File: src/rtl/branch_ckpt_store.sv
module branch_ckpt_store #(
  parameter int NUM_CKPT  = 4,
  parameter int ARCH_REGS = 8,
  parameter int PREG_W    = 6,
  localparam int ID_W  = (NUM_CKPT > 1) ? $clog2(NUM_CKPT) : 1,
  localparam int MAP_W = ARCH_REGS * PREG_W
) (
  input  logic             clk,
  input  logic             rst_n,
  input  logic             disp_valid,
  input  logic [MAP_W-1:0] disp_map,
  output logic             disp_ready,
  output logic [ID_W-1:0]  disp_id,
  input  logic             res_valid,
  input  logic [ID_W-1:0]  res_id,
  input  logic             res_mispredict,
  output logic             restore_valid,
  output logic [MAP_W-1:0] restore_map,
  output logic [NUM_CKPT-1:0] squash_mask
);

  logic [MAP_W-1:0]    snap_q  [NUM_CKPT];
  logic [NUM_CKPT-1:0] older_q [NUM_CKPT];
  logic [NUM_CKPT-1:0] live_q;
  logic                restore_valid_q;
  logic [MAP_W-1:0]    restore_map_q;
  logic [NUM_CKPT-1:0] squash_q;

  logic [ID_W-1:0]     free_idx;
  logic                have_free;
  logic [NUM_CKPT-1:0] kill_mask, free_mask, alloc_mask;
  logic                res_live, kill_now, disp_fire;

  always_comb begin
    free_idx  = '0;
    have_free = 1'b0;
    for (int i = NUM_CKPT - 1; i >= 0; i--) begin
      if (!live_q[i]) begin
        free_idx  = ID_W'(i);
        have_free = 1'b1;
      end
    end
  end

  assign res_live   = live_q[res_id];
  assign kill_now   = res_valid & res_mispredict & res_live;
  assign disp_ready = have_free & ~(res_valid & res_mispredict);
  assign disp_id    = free_idx;
  assign disp_fire  = disp_valid & disp_ready;
  assign alloc_mask = disp_fire ? (NUM_CKPT'(1) << free_idx) : '0;

  always_comb begin
    for (int j = 0; j < NUM_CKPT; j++)
      kill_mask[j] = live_q[j] & ((ID_W'(j) == res_id) | older_q[res_id][j]);
  end

  assign free_mask = kill_now ? kill_mask :
                     (res_valid & res_live) ? (NUM_CKPT'(1) << res_id) : '0;

  always_ff @(posedge clk or negedge rst_n) begin
    if (!rst_n) begin
      live_q          <= '0;
      restore_valid_q <= 1'b0;
      restore_map_q   <= '0;
      squash_q        <= '0;
      for (int i = 0; i < NUM_CKPT; i++) older_q[i] <= '0;
    end else begin
      live_q          <= (live_q & ~free_mask) | alloc_mask;
      restore_valid_q <= kill_now;
      squash_q        <= kill_now ? kill_mask : '0;
      if (kill_now) restore_map_q <= snap_q[res_id];
      if (disp_fire) begin
        for (int j = 0; j < NUM_CKPT; j++) begin
          older_q[j][free_idx] <= live_q[j];
          older_q[free_idx][j] <= 1'b0;
        end
      end
    end
  end

  always_ff @(posedge clk) begin
    if (disp_fire) snap_q[free_idx] <= disp_map;
  end

  assign restore_valid = restore_valid_q;
  assign restore_map   = restore_map_q;
  assign squash_mask   = squash_q;

  assert_grant_free_R2: assert property (@(posedge clk) disable iff (!rst_n)
    (disp_valid && disp_ready) |-> !live_q[disp_id]);

  assert_full_stall_R3: assert property (@(posedge clk) disable iff (!rst_n)
    (&live_q) |-> !disp_ready);

  assert_restore_cause_R4: assert property (@(posedge clk) disable iff (!rst_n)
    restore_valid |-> $past(res_valid && res_mispredict));

  assert_squash_self_R5: assert property (@(posedge clk) disable iff (!rst_n)
    restore_valid |-> squash_mask[$past(res_id)]);

  assert_squash_freed_R5: assert property (@(posedge clk) disable iff (!rst_n)
    restore_valid |-> ((live_q & squash_mask) == '0));

  assert_ignore_dead_R7: assert property (@(posedge clk) disable iff (!rst_n)
    (res_valid && !live_q[res_id] && !(disp_valid && disp_ready)) |=> (live_q == $past(live_q)));

  assert_restore_wins_R8: assert property (@(posedge clk) disable iff (!rst_n)
    (res_valid && res_mispredict && live_q[res_id]) |=> ((live_q & ~$past(live_q)) == '0));

  assert_quiet_mask_R9: assert property (@(posedge clk) disable iff (!rst_n)
    !restore_valid |-> (squash_mask == '0));

endmodule

File: config.mk
export PLATFORM = sky130hd
export DESIGN_NAME = branch_ckpt_store
export DESIGN_NICKNAME = d
export VERILOG_FILES = /design/src/rtl/branch_ckpt_store.sv
export SDC_FILE = /design/constraint.sdc
export NUM_CORES = 1
export LEC_CHECK = 0
export CORE_MARGIN = 3
export CORE_UTILIZATION = 56
export CTS_CLUSTER_DIAMETER = 30
export DETAILED_ROUTE_END_ITERATION = 8
export DONT_BUFFER_PORTS = 1
export HOLD_SLACK_MARGIN = 0.1
export PLACE_DENSITY = 0.74
export SLEW_MARGIN = 20
export SYNTH_ARGS = -nofsm -noshare
export SYNTH_HDL_FRONTEND = slang
export SYNTH_SLANG_ARGS = --single-unit
File: constraint.sdc
create_clock -name clk -period 4.5 [get_ports clk]
set_input_delay 0.675 -clock clk [delete_from_list [all_inputs] [get_ports clk]]
set_output_delay 0.675 -clock clk [all_outputs]
set_load 0.01 [all_outputs]
# [After elaboration in Yosys (flattened, before gate mapping)]
# Memory sizes are Yosys's and may differ from the RTL's. A register that Yosys moved wholly into a read port is not among the register bits.
# Index checks and enable logic that the tools add are counted.
[totals] register_bits=25 latch_bits=0 mem_bits_rw=192 romBits=0 out_inout_bits=56 word_cells=83 mem_count=1
[classes] addsub=0 multipliers=0 div_mod_pow=0 order_cmp=6 eq_ne=3 shifts=2 mux=33 bitwise=27 n_reduce_logical=4
[mem_list] memory="snap_q" words=4 word_bits=48 read_ports=1 rd_clocked_by_memory_dff=1 write_ports=1 line_no="22" text="logic [MAP_W-1:0] snap_q [NUM_CKPT];"
[op_table] operator="$and 16x16->16" n=4
[op_table] operator="$not 16->16" n=4
[op_table] operator="$demux 4 s2" n=4
[op_table] operator="$mux 4" n=7
[op_table] operator="$bwmux 4" n=4
[op_table] operator="$mux 2" n=5
[op_table] operator="$and 1x1->1" n=9
[op_table] operator="$mux 1" n=9
[op_table] operator="$bmux 4 s2" n=1
[op_table] operator="$shl 1x2->4 const A" n=2
[op_table] operator="$ge 3x3->1 const B" n=2
[op_table] operator="$lt 2x3->1 const B" n=2
[op_table] operator="$not 2->3" n=2
[op_table] operator="$and 4x4->4" n=1
[op_table] operator="$eq 2x2->1 const A" n=2
[op_table] operator="$not 4->4" n=1
[op_table] operator="$or 1x1->1" n=4
[op_table] operator="$or 4x4->4" n=1
[op_table] operator="$lt 3x1->1 const B" n=1
[op_table] operator="$mux 3" n=1
[op_table] operator="$bmux 1 s2" n=1
[op_table] operator="$demux 1 s2" n=1
[op_table] operator="$eq 1x2->1 const A" n=1
[op_table] operator="$ge 2x1->1 const B" n=1
[op_table] operator="other kinds (4)" n=5

# [Logic depth before layout (Yosys ltp)]
[logic_depth] word_depth=17 mapped_depth=7

# [Least setup slack after synthesis]
# Ideal clock, no wire load.
[synth_path] path_kind="input-to-reg" start="input res_mispredict" end="memory snap_q[1][0] (netlist name), enable pin" arrival_ns=4.507 required_ns=3.980 path_slack_ns=-0.527 path_stages=3 n_path_buf=1 path_cell_list="clkbuf_1 > a21bo_2 > nor3_1"
[synth_between] elab_chain_cells=6
[synth_lines] item="from (decl)" line_no="16" text="input logic res_mispredict,"
[synth_lines] item="$and 1x1->1" line_no="47" text="assign disp_ready = have_free & ~(res_valid & res_mispredict);"
[synth_lines] item="$not 1->1" line_no="47"
[synth_lines] item="$and 1x1->1" line_no="47"
[synth_lines] item="$and 1x1->1" line_no="49" text="assign disp_fire = disp_valid & disp_ready;"
[synth_lines] item="$mux 1" line_no="82" text="if (disp_fire) snap_q[free_idx] <= disp_map;"
[synth_lines] item="$mux 1 (implied by the code)" line_no="82"
[synth_lines] item="to (decl)" line_no="22"
# No other way between the ends.

# [Worst setup path in the final report]
[layout_path] start="register live_q[2]" end="register live_q[0]"
[layout_between] elab_chain_cells=8
[layout_lines] item="from (decl)" line_no="24" text="logic [NUM_CKPT-1:0] live_q;"
[layout_lines] item="from (signal assigned)" line_no="68" text="live_q <= (live_q & ~free_mask) | alloc_mask;"
[layout_lines] item="$bmux 1 s2" line_no="45" text="assign res_live = live_q[res_id];"
[layout_lines] item="$mux 1 (implied by the code)" line_no="45"
[layout_lines] item="$and 1x1->1" line_no="58" text="(res_valid & res_live) ? (NUM_CKPT'(1) << res_id) : '0;"
[layout_lines] item="$mux 4" line_no="58"
[layout_lines] item="$mux 4" line_no="57" text="assign free_mask = kill_now ? kill_mask :"
[layout_lines] item="$not 4->4" line_no="68"
[layout_lines] item="$and 4x4->4" line_no="68"
[layout_lines] item="$or 4x4->4 *" line_no="68"
# Mark *: on every way between the ends. The rest lies on a longest branch, timed or not. The select of a mux whose other input is x is not followed.
# A chain may end at the register's enable or synchronous reset.

==> results.md <==
* Ys async rst share at 26.4%
* Synth-to-Final Area Change at 19.8%
* Global-route wire length before repair at 28000 um
* Die area at 0.0190 mm2
* Pwr dens at 686 mW/mm2
* Syn Nets at 518
* CTS H-tree depth at 2
* Cell Rows at 47
* Final setup fails at 0
* Worst EP arrival at 2.90 ns
* Critical path class: register to register
* Post-synthesis cell type count at 37
* Worst r2r src: live_q[2]$_DFF_PN0_
* Sequential area share after synthesis at 76.9%
* Worst r2r dst: live_q[0]$_DFF_PN0_
* DRT Wirelength at 17900 um
* Met2 Use GR at 30.5%
* Synth Area per Inst at 21.0 um2
* Chip Width at 138 um
* GR met3 Demand/Resource at 7.95%
* Final ANT Viol Nets at 0
* GRT busiest layer: met2
* Final #Nets at 547
* Yosys synthesis warning count at 0
* Residual DRC at 0
* Initial core utilization at 57.9%
* CP Launch Type: register
* CTS root buffer: clkbuf_16
* Core Util, Final at 69.4%
* Boundary Pins at 111
* Critical path buffers and inverters at 0
* Initial antenna violation count at 0
* Setup TNS Final at 0 ns
* Share of cells above drive strength 1 at 35.3%
* HP Class: input pin to register
* Hold Path Sink: snap_q[1][30]$_DFFE_PP_
* Hold buffers post-CTS at 2
* Slew Limit Fails at 0
* Cell taking the most area after synthesis: edfxtp_1
* Post-route worst setup slack at 2.00 ns
* Min-delay src: disp_map[30]
* Dominant synthesized flop cell: edfxtp_1
* Maxcap violations at 0
* Crit end category: register
* Area after DPL at 0.00995 mm2
* Count leader, synth: edfxtp_1
* Detailed-route via count at 4499
* Slew @ Worst Pin at 1.03 ns
* Final hold violations at 0
* TritonCTS clock tree: yes
* Yosys reg bits at 261
* Post-layout min period at 2.50 ns
* WHS Path Cells at 0
* Max rail drop VDD at 467 uV
* Cell leakage power at 0.00415 uW
* GRT Overall Usage at 19.8%
* CP Max Fanout at 53
* Routed vias/inst at 6.01
* FILL cells at 1059
* CTS resizes at 0
* Max_slew headroom at 31.2%
* HPWL Detailed at 9540 um
* Worst Reg-to-Reg Cells at 4
* Vias in the first global route at 5054
* CTS Buf Count at 45
* WL per Instance at 23.9 um
* Clk sinks at 261
* Commonest cells post-synth: edfxtp_1, dfrtp_1, mux4_2, mux2_2, nor2_1
* Max Root-Sink Buffers at 3
* Top Family by Delay on Critical Path: flip-flops
* Final period util at 55.5%
* Crit-path cells: mux4_2 -> nand3_4 -> a211o_1 -> o221a_2
* CP peak stage delay at 0.67 ns
* Post-CTS Setup Repair Bufs at 0
* Reg2Reg Setup Slack at 2.00 ns
* Number of synthesized flops with an enable pin at 192
* Max Fclk at 0.400 GHz
* Port bufs at 0
* Worst skew pair latency at 0.52 ns
* Final Skew at 0.00876 ns
* Total gr overflow at 0
* DRT Pass-1 Iters at 4
* DIE HEIGHT at 138 um
* Post-Syn Instances at 463
* CTS clk-pin slew, worst paths at 0.05 ns
* ANT cells at 0
* Synthesized area at 0.00974 mm2
* GRT met1 Usage at 26.2%
* Slowest-stage cell, CP: dfrtp_1
* CP required at 4.90 ns
* Core Area at 0.0168 mm2
* Share of the synthesized area in the top cell type at 59.2%
* Final instance area at 0.0117 mm2
* DRT iter0 DRCs at 349
* RSZ-0062 raised after global routing: no
* Dpl ws at 1.70 ns
* Area contributors post-synth: edfxtp_1, dfrtp_1, mux4_2
* Largest net degree at the start of global routing at 70
* Status: complete, no violations
* Final Wtd Congestion at 0.768
sequential cells by signal (all words and copies together) (netlist names):
signal,cells
snap_q,192
restore_map,48
older_q,12
live_q,4
squash_mask,4
restore_valid,1
logic make-up after synthesis:
group | Yosys count | share of synthesized area [%]
AND/OR/NAND/NOR | 47 | 2.38
flip-flops | 261 | 76.9
buffers and inverters | 29 | 1.61
AO/OA/AOI/OAI | 26 | 1.88
multiplexers | 100 | 17.2
cell usage in the layout, fill, tap and decap left out, types with 2 or more instances in the layout:
cell	n
nor2b_1	2
dfrtp_1	69
mux2_1	3
nor2_1	18
buf_4	3
o22ai_1	3
nor3_1	3
nor2_4	2
mux2_2	46
clkinvlp_4	7
a31oi_1	2
o21ai_0	2
inv_6	3
a311oi_1	2
edfxtp_1	192
inv_1	4
bufinv_16	11
and2_1	2
clkbuf_16	47
nand3_1	2
mux4_2	49
clkbuf_8	2
o22a_1	3
clkbuf_1	2
clkinv_1	2
nand2_1	9
clkinv_2	8
nand3b_1	2
clkinv_4	2
a21oi_1	7
mux2i_1	2
worst max-delay path by stage:
| stage | slack [ns] | end | startpoint | cells past startpoint |
|---|---|---|---|---|
| after floorplan | 0.57 | snap_q[2][0]$_DFFE_PP_ | res_mispredict | 4 |
| after global placement | 1.77 | snap_q[2][37]$_DFFE_PP_ | disp_valid | 4 |
| after detailed placement | 1.70 | snap_q[2][32]$_DFFE_PP_ | disp_valid | 4 |
| after CTS | 1.98 | live_q[0]$_DFF_PN0_ | live_q[1]$_DFF_PN0_ | 4 |
| after global routing | 1.80 | live_q[2]$_DFF_PN0_ | live_q[2]$_DFF_PN0_ | 4 |
| final | 2.00 | live_q[0]$_DFF_PN0_ | live_q[2]$_DFF_PN0_ | 4 |
area by class of cell:
cell class | instances | area, um2 | share of cell area (%)
sequential | 261 | 7490 | 64.2
clock buffer | 51 | 1210 | 10.4
inverter | 5 | 21.3 | 0.182
tap | 220 | 275 | 2.36
timing repair buffer | 6 | 80.1 | 0.686
multi-input combinational | 173 | 2120 | 18.1
clock inverter | 33 | 474 | 4.06
metal layers:
| layer | vias to the layer above | wire (um) |
|---|---|---|
| li1 | 1932 | - |
| met4 | 0 | 350 |
| met1 | 2357 | 7240 |
| met3 | 31 | 1720 |
| met2 | 179 | 8600 |
| met5 | - | 0 |
report_power, final:
group	internal [uW]	leakage (uW)	switching (uW)
Sequential	3140	0.00258	413
Clock	2570	0.000809	1130
Combinational	385	0.000758	377
per-stage QoR:
stage,power (uW),hold slack (ns),instances
3_5_place_dp,4350,0.381,663
2_1_floorplan,4110,0.379,463
4_1_cts,8090,0.232,749
6_report,8010,0.251,749
5_1_grt,8340,0.228,749
3_3_place_gp,4290,0.381,663
No activity file was read; power rests on OpenSTA's default activity.
